`src/rtl/tw_ofs_pkg.sv`:
```
package tw_ofs_pkg;
  localparam int unsigned SYNC_STAGES = 2;
  localparam int unsigned IN_GROUPS   = 4; // hi, lo, ofs, ovl
endpackage

```
`src/rtl/tw_ofs_sync.sv`:
```
module tw_ofs_sync #(
  parameter int unsigned W      = 4,
  parameter int unsigned STAGES = 2
) (
  input  logic         clk_i,
  input  logic         rst_ni,
  input  logic [W-1:0] d_i,
  output logic [W-1:0] q_o
);
  logic [W-1:0] stg_q [STAGES];

  always_ff @(posedge clk_i or negedge rst_ni) begin
    if (!rst_ni) begin
      for (int s = 0; s < int'(STAGES); s++) stg_q[s] <= '0;
    end else begin
      stg_q[0] <= d_i;
      for (int s = 1; s < int'(STAGES); s++) stg_q[s] <= stg_q[s-1];
    end
  end

  assign q_o = stg_q[STAGES-1];
endmodule

```
`src/rtl/tw_ofs_chan.sv`:
```
module tw_ofs_chan #(
  parameter int unsigned MIN_PULSES = 3,
  localparam int unsigned CNT_W     = $clog2(MIN_PULSES + 1)
) (
  input  logic clk_i,
  input  logic rst_ni,
  input  logic hi_i,
  input  logic lo_i,
  input  logic ofs_i,
  input  logic ovl_i,
  input  logic thr_sel_i,
  input  logic ac_en_i,
  input  logic ofs_en_i,
  input  logic read_i,
  input  logic arm_i,
  output logic twt_open_o,
  output logic ofs_fault_o,
  output logic void_o
);
  localparam logic [CNT_W-1:0] CNT_MAX = CNT_W'(MIN_PULSES);

  logic             peak_s, peak_q, rise;
  logic [CNT_W-1:0] cnt_q, cnt_nx;
  logic             ok_q, ok_nx;
  logic             ovl_q, ovl_nx;
  logic             open_q;
  logic             restart;
  logic             twt_q, ofs_q, void_q;

  assign peak_s  = thr_sel_i ? lo_i : hi_i;
  assign rise    = peak_s & ~peak_q;
  assign restart = read_i | arm_i;
  assign cnt_nx  = (rise && cnt_q != CNT_MAX) ? cnt_q + CNT_W'(1) : cnt_q;
  assign ok_nx   = ok_q & ofs_i;
  assign ovl_nx  = ovl_q | ovl_i;

  always_ff @(posedge clk_i or negedge rst_ni) begin
    if (!rst_ni) begin
      peak_q <= 1'b0;
      cnt_q  <= '0;
      ok_q   <= 1'b0;
      ovl_q  <= 1'b0;
      open_q <= 1'b0;
    end else begin
      peak_q <= peak_s;
      if (restart) begin
        // sample of this cycle belongs to the closing window
        cnt_q  <= '0;
        ok_q   <= 1'b1;
        ovl_q  <= 1'b0;
        open_q <= 1'b1;
      end else begin
        cnt_q  <= cnt_nx;
        ok_q   <= ok_nx;
        ovl_q  <= ovl_nx;
      end
    end
  end

  always_ff @(posedge clk_i or negedge rst_ni) begin
    if (!rst_ni) begin
      twt_q  <= 1'b0;
      ofs_q  <= 1'b0;
      void_q <= 1'b0;
    end else if (read_i) begin
      void_q <= ~open_q | ovl_nx;
      twt_q  <= open_q & ~ovl_nx & ac_en_i & (cnt_nx < CNT_MAX);
      ofs_q  <= open_q & ~ovl_nx & ofs_en_i & ok_nx;
    end
  end

  assign twt_open_o  = twt_q;
  assign ofs_fault_o = ofs_q;
  assign void_o      = void_q;

  p_hold_r7: assert property (@(posedge clk_i) disable iff (!rst_ni)
    !read_i |=> ($stable(twt_q) && $stable(ofs_q) && $stable(void_q)));

  p_void_clean_r6: assert property (@(posedge clk_i) disable iff (!rst_ni)
    void_q |-> (!twt_q && !ofs_q));

  p_step_r4: assert property (@(posedge clk_i) disable iff (!rst_ni)
    !restart |=> (cnt_q == $past(cnt_q) || cnt_q == $past(cnt_q) + CNT_W'(1)));

  p_sat_r3: assert property (@(posedge clk_i) disable iff (!rst_ni)
    (cnt_q == CNT_MAX && !restart) |=> cnt_q == CNT_MAX);

  p_drop_r5: assert property (@(posedge clk_i) disable iff (!rst_ni)
    (!ofs_i && !restart) |=> !ok_q);
endmodule

```
`src/rtl/tw_ofs_diag.sv`:
```
module tw_ofs_diag #(
  parameter int unsigned NCH        = 4,
  parameter int unsigned MIN_PULSES = 3
) (
  input  logic           clk_i,
  input  logic           rst_ni,
  input  logic           ac_en_i,
  input  logic           ofs_en_i,
  input  logic           thr_sel_i,
  input  logic           read_i,
  input  logic [NCH-1:0] peak_hi_i,
  input  logic [NCH-1:0] peak_lo_i,
  input  logic [NCH-1:0] ofs_cmp_i,
  input  logic [NCH-1:0] ovl_i,
  output logic [NCH-1:0] twt_open_o,
  output logic [NCH-1:0] ofs_fault_o,
  output logic [NCH-1:0] win_void_o
);
  import tw_ofs_pkg::*;

  localparam int unsigned SW = IN_GROUPS * NCH;

  logic [SW-1:0]  sync_q;
  logic [NCH-1:0] hi_s, lo_s, ofs_s, ovl_s;
  logic           ac_en_q, ofs_en_q, arm;

  tw_ofs_sync #(.W(SW), .STAGES(SYNC_STAGES)) u_sync (
    .clk_i  (clk_i),
    .rst_ni (rst_ni),
    .d_i    ({ovl_i, ofs_cmp_i, peak_lo_i, peak_hi_i}),
    .q_o    (sync_q)
  );

  assign {ovl_s, ofs_s, lo_s, hi_s} = sync_q;

  always_ff @(posedge clk_i or negedge rst_ni) begin
    if (!rst_ni) begin
      ac_en_q  <= 1'b0;
      ofs_en_q <= 1'b0;
    end else begin
      ac_en_q  <= ac_en_i;
      ofs_en_q <= ofs_en_i;
    end
  end

  assign arm = (ac_en_i & ~ac_en_q) | (ofs_en_i & ~ofs_en_q);

  for (genvar c = 0; c < int'(NCH); c++) begin : g_ch
    tw_ofs_chan #(.MIN_PULSES(MIN_PULSES)) u_ch (
      .clk_i       (clk_i),
      .rst_ni      (rst_ni),
      .hi_i        (hi_s[c]),
      .lo_i        (lo_s[c]),
      .ofs_i       (ofs_s[c]),
      .ovl_i       (ovl_s[c]),
      .thr_sel_i   (thr_sel_i),
      .ac_en_i     (ac_en_i),
      .ofs_en_i    (ofs_en_i),
      .read_i      (read_i),
      .arm_i       (arm),
      .twt_open_o  (twt_open_o[c]),
      .ofs_fault_o (ofs_fault_o[c]),
      .void_o      (win_void_o[c])
    );
  end

  p_ac_off_r10: assert property (@(posedge clk_i) disable iff (!rst_ni)
    (read_i && !ac_en_i) |=> twt_open_o == '0);

  p_ofs_off_r10: assert property (@(posedge clk_i) disable iff (!rst_ni)
    (read_i && !ofs_en_i) |=> ofs_fault_o == '0);
endmodule

```
`config.mk`:
```
export PLATFORM = sky130hd
export DESIGN_NAME = tw_ofs_diag
export DESIGN_NICKNAME = d
export VERILOG_FILES = /design/src/rtl/tw_ofs_pkg.sv /design/src/rtl/tw_ofs_sync.sv /design/src/rtl/tw_ofs_chan.sv /design/src/rtl/tw_ofs_diag.sv
export SDC_FILE = /design/constraint.sdc
export NUM_CORES = 1
export LEC_CHECK = 0
export ABC_CLOCK_PERIOD_IN_PS = 1300
export CAP_MARGIN = 15
export CORE_MARGIN = 10
export CORE_UTILIZATION = 40
export DETAILED_ROUTE_END_ITERATION = 6
export GPL_TIMING_DRIVEN = 0
export HOLD_SLACK_MARGIN = 0.05
export PLACE_DENSITY = 0.69
export SLEW_MARGIN = 25
export SYNTH_ARGS = -nofsm -noshare
export SYNTH_HDL_FRONTEND = slang
export SYNTH_SLANG_ARGS = --single-unit
export TNS_END_PERCENT = 50
```
`constraint.sdc`:
```
create_clock -name clk_i -period 1.3 [get_ports clk_i]
set_input_delay 0.13 -clock clk_i [delete_from_list [all_inputs] [get_ports clk_i]]
set_output_delay 0.13 -clock clk_i [all_outputs]
set_load 0.01 [all_outputs]
```
==> results of run 1 <==
## layout by cell type (no fill, tap or decap), drive strengths merged
cell	n
and3	1
nor2b	4
o31ai	8
clkdlybuf4s50	18
buf	31
a31oi	4
nor2	16
o311ai	4
inv	10
or2	1
nand4b	4
nand3	9
dlygate4sd3	1
clkinv	1
a21oi	8
dlygate4sd2	6
clkinvlp	1
o22ai	4
ha	4
mux2i	4
a21o	4
a41o	4
a221o	1
nand3b	4
clkbuf	12
dfrtp	67
## power by group through the flow
stage	Combinational (mW)	Clock (mW)	Sequential (mW)
after global placement	0.400	0	2.30
after global routing	0.462	1.61	2.28
after CTS	0.405	1.52	2.26
after detailed placement	0.417	0	2.30
after floorplan	0.213	0	2.28
final	0.419	1.48	2.27
## critical path, cell delays in order (launching register included)
cell and delay [ns]:
dfrtp_1 0.39, buf_4 0.13, dlygate4sd2_1 0.28
## final timing paths
check | slack, ns | to | cells past startpoint | start
min in group asynchronous | 0.21 | u_sync.q_o[11]$_DFF_PN0_ | 2 | rst_ni
min reg2reg | 0.34 | u_sync.q_o[9]$_DFF_PN0_ | 0 | u_sync.stg_q[25]$_DFF_PN0_
min | 0.09 | g_ch[0].u_ch.void_o$_DFFE_PN0P_ | 3 | read_i
max reg2reg | 0.05 | g_ch[3].u_ch.twt_open_o$_DFFE_PN0P_ | 4 | g_ch[3].u_ch.cnt_q[0]$_DFF_PN0_
max | 0.04 | ofs_fault_o[1] | 2 | g_ch[1].u_ch.ofs_fault_o$_DFFE_PN0P_
max in group asynchronous | 0.56 | g_ch[1].u_ch.cnt_q[0]$_DFF_PN0_ | 3 | rst_ni
## kinds of logic after synthesis
family          Yosys count  synth area share (%)
flops                    67                 68.26
simple gates             39                 8.456
compound gates           37                 11.41
buf+inv                  26                 6.877
mux                       4                 2.955
fa+ha+maj                 4                 2.038
## per-stage QoR
stage / setup slack, ns / util (%) / cells / setup TNS (ns)
after floorplan: 0.04110 / - / 177 / 0
after global placement: -2.054 / 48.03 / 283 / -140.04
after detailed placement: -0.2286 / 48.45 / 284 / -2.777
after CTS: 0.009417 / 51.62 / 299 / 0
after global routing: 0.003832 / 53.19 / 306 / 0
final: 0.04389 / 53.19 / 306 / 0
## flip-flops by register name (all words and copies together) (netlist names)
name                   flops
g_ch.u_ch.cnt_q            8
g_ch.u_ch.twt_open_o       4
g_ch.u_ch.ok_q             4
ofs_en_q                   1
g_ch.u_ch.void_o           4
g_ch.u_ch.ofs_fault_o      4
u_sync.q_o                16
g_ch.u_ch.ovl_q            4
g_ch.u_ch.open_q           1
ac_en_q                    1
u_sync.stg_q              16
g_ch.u_ch.peak_q           4
## metal layers
metal | routed length [um] | GRT usage (%) | part of all wire [%] | vias to the layer above
li1 | - | - | - | 721
met1 | 2002 | 11.26 | 45 | 742
met2 | 2145 | 14.73 | 48 | 34
met3 | 209 | 3.171 | 4.7 | 8
met4 | 84 | 5.954 | 1.9 | 0
met5 | 0 | 0 | 0 | -
## what timing repair did
item	CTS	global route
resized for setup	22	9
setup buffers	0	7
setup endpoints to repair	17	7
hold buffers	1	0
pin swaps	0	1
hold endpoints to repair	67	0
## area by class of cell
cell class / count / area share, %
timing repair buffer: 40 / 11.85
buffer: 16 / 4.068
clock inverter: 2 / 0.3949
inverter: 10 / 1.264
multi-input combinational: 84 / 21.60
tap: 75 / 2.962
sequential: 67 / 52.96
clock buffer: 12 / 4.897
==> results.cfg, run 1 <==
[die]
placementRows = 28
die_w_um = 98.36
die_area_mm2 = 0.009675
core_area_mm2 = 0.005956
initial_core_util_pct = 41.24
die_h_um = 98.36
io_pins = 34

[synth]
synth_top_area_share_pct = 68.26
ys_types = 26
synth_edf_count = 0
synth_seq_cells = 67
yosysSeqAreaShare_pct = 68.26
syn_inst = 177
async_flop_share_pct = 100.0
yosysMostFrequentCell = dfrtp_1
ys_top_cells_by_count = 67 x dfrtp_1, 16 x nor2_1, 12 x buf_4
ys_warn_count = 0
syn_nets = 203
synth_area_mm2 = 0.002456
synthFlopType = dfrtp_1
avgSynthCellArea_um2 = 13.88
synth.area.top_cells = dfrtp_1 68%, buf_4 3.7%, nor2_1 2.4%, o31ai_1 2.4%, ha_1 2.0%
yosys.area.top_type = dfrtp_1

[final_layout]
num_antenna_cells = 0
fin_nets = 254
seq_area_mm2 = 0.001678
fill_cells = 533
area_growth_pct = 28.99
multiInputGateArea_um2 = 684.4
design_area_mm2 = 0.003168
drive_gt1_share_pct = 28.57

[timing]
relSlewSlack_pct = 78.75
rsz0062_at_grt = no
fmax_ghz = 0.7961
tightest_slew_ns = 0.3126
slew_viol_final = 0
min_period_over_period_pct = 96.62
fin_crit_ns = 1.256
hold_viol_final = 0
finClkSkew_ns = 0.004902
setup_viol = 0
whs_ns = 0.09269

[global_routing]
track_usage_pct = 9.565
grt-ovfl-total = 0
grt_max_degree = 50
antenna_found_initial = 0
grt_pass1_wl_mm = 7.417
grt_pass1_vias = 1536

[place]
dp.final_hpwl_mm = 3.035
io_buffers = 31
place_congestion = 0.7080
placed_area_mm2 = 0.002885

[cts]
clockRootBuffer = clkbuf_8
cts_tree = built
cts_num_sinks = 67
cts_made_buffers = 9
htreeDepth = 3
path_clk_slew_ns = 0.07
clock_path_buffers = 2
clk_latency_ns = 0.33

[hold_path]
hold_path_class = input pin to flip-flop

[route]
drt-wirelength-per-cell_um = 14.51
ant_nets = 0
drtIter0Drc = 73
drcViolationCount = 0
num_vias = 1505
vias_per_cell = 4.918
drt_first_pass_iters = 4
wl_mm = 4.441

[critical_path]
required_ns = 1.17
crit_type = flip-flop to primary output
cp-start-kind = flip-flop
crit_arrival_ns = 1.13
critPathCaptureType = primary output
crit_path_max_fanout = 2

[run_status]
run_status = finished clean

[job]
maxCapViolCount = 0

[power]
netSwitchingFraction_pct = 23.33
pwr-share-seq_pct = 54.4
p_comb_share_pct = 10.0
ir_worst_vdd_v = 0.0006560
p_int_mw = 3.198
total_leakage_power_nw = 1.409
p_switching_uw = 973.2
clkPwrFrac_pct = 35.6
p_per_area_mw_per_mm2 = 1317
total_power_mw = 4.171
Power figures use the tool's default switching activity.
==> run 2: changes to the inputs <==
- REMOVE_ABC_BUFFERS: not set -> 1
- SLEW_MARGIN: 25 -> 20
==> results.cfg, run 2 (same netlist as run 1, synthesis figures left out) <==
[timing]
tightest_slew_ns = 0.6592
setup_viol = 0
fin_crit_ns = 1.269
relSlewSlack_pct = 56.05
min_period_over_period_pct = 97.65
hold_viol_final = 0
fmax_ghz = 0.7877
rsz0062_at_grt = yes
tns_ns = 0
finClkSkew_ns = 0.009885
slew_viol_final = 0

[cts]
cts_tree = built
cts_made_buffers = 9
clk_latency_ns = 0.34
path_clk_slew_ns = 0.07
clock_path_buffers = 2
cts_num_sinks = 67
htreeDepth = 3
clockRootBuffer = clkbuf_8

[job]
maxCapViolCount = 0

[critical_path]
crit_path_max_fanout = 17
critPathCaptureType = flip-flop
required_ns = 1.53
rr_worst_depth = 3
crit_arrival_ns = 1.49
crit_type = flip-flop to flip-flop
cp-start-kind = flip-flop

[global_routing]
grt_pass1_wl_mm = 7.348
grt_pass1_vias = 1514
antenna_found_initial = 0
grt_max_degree = 43
track_usage_pct = 9.622
grt-ovfl-total = 0

[final_layout]
final_cell_mix = 66 x dfrtp_1, 18 x clkdlybuf4s50_1, 14 x dlygate4sd2_1
drive_gt1_share_pct = 18.60
fin_util_pct = 51.22
fin_nets = 236
area_growth_pct = 24.20
layout_commonest_cell = dfrtp_1
fill_cells = 525
num_antenna_cells = 0

[die]
die_h_um = 98.36
placementRows = 28
die_area_mm2 = 0.009675
core_area_mm2 = 0.005956
initial_core_util_pct = 41.24
io_pins = 34
die_w_um = 98.36

[power]
ir_worst_vdd_v = 0.0007111
total_leakage_power_nw = 1.350
p_per_area_mw_per_mm2 = 1458

[route]
ant_nets = 0
drt-wirelength-per-cell_um = 14.99
wl_mm = 4.347
vias_per_cell = 4.897
drtIter0Drc = 43
num_vias = 1420
drt_first_pass_iters = 4
drcViolationCount = 0

[hold_path]
hold_path_class = input pin to flip-flop
min_path_cells = 1

[place]
io_buffers = 33
place_congestion = 0.7013
dp.final_hpwl_mm = 2.867

[run_status]
run_status = finished clean
## run 2: cell count changes in the layout (fill, tap and decap cells not counted), sizes merged
cell,change
bufinv,+2
clkbuf,-1
dlygate4sd2,+8
buf,-26
clkinv,+1
## run 2: final cells by class
class                      instances  area [um2]  area share, %
clock buffer                      11       131.4          4.307
sequential                        67        1678          55.00
inverter                          10       40.04          1.313
tap                               75       93.84          3.076
multi-input combinational         84       666.9          21.86
timing repair buffer              38       362.8          11.89
clock inverter                     5       77.57          2.543
## run 2: per-stage QoR
stage | setup slack [ns] | total power, mW | hold slack [ns] | cell area (um2) | cells
2_1_floorplan | 0.03671 | 2.434 | -0.1656 | 2327 | 161
3_3_place_gp | -2.005 | 2.644 | 0.3319 | 2751 | 269
3_5_place_dp | -0.7880 | 2.664 | 0.06204 | 2769 | 270
4_1_cts | 0.0006711 | 4.486 | 0.2079 | 2999 | 287
5_1_grt | -0.01859 | 4.638 | 0.2039 | 3050 | 290
6_report | 0.03050 | 4.449 | 0.2220 | 3050 | 290
## run 2: layer usage
metal | routed length, um | global-route usage, %
met3 | 223 | 4.158
met1 | 1893 | 10.87
met4 | 83 | 4.961
met2 | 2146 | 15.13
met5 | 0 | 0
## run 2: final timing paths
kind,from,end,slack [ns]
worst max-delay path,ofs_en_q$_DFF_PN0_,g_ch[0].u_ch.open_q$_DFFE_PN0N_,0.03
worst min-delay path,ovl_i[1],u_sync.stg_q[29]$_DFF_PN0_,0.22
worst max register to register,ofs_en_q$_DFF_PN0_,g_ch[0].u_ch.open_q$_DFFE_PN0N_,0.03
worst min register to register,u_sync.stg_q[25]$_DFF_PN0_,u_sync.q_o[9]$_DFF_PN0_,0.35
max in group asynchronous,rst_ni,g_ch[0].u_ch.cnt_q[0]$_DFF_PN0_,0.53
min in group asynchronous,rst_ni,u_sync.q_o[15]$_DFF_PN0_,0.24
## run 2: critical path, stage by stage (launching register included)
cell and delay [ns]:
dfrtp_1 0.33, inv_1 0.04, a221o_4 0.48, or2_2 0.30
## run 2: where the power goes
| part | switching [mW] | internal (mW) |
|---|---|---|
| clock | 0.756 | 1.07 |
| sequential | 0.0638 | 2.20 |
| combinational | 0.183 | 0.173 |
## run 2: timing repair
action	CTS	global route
pin swaps	1	0
buffers inserted	0	3
endpoints found under the hold margin	67	0
gates resized for setup	23	6
hold buffers	1	0
setup endpoints to repair	34	5
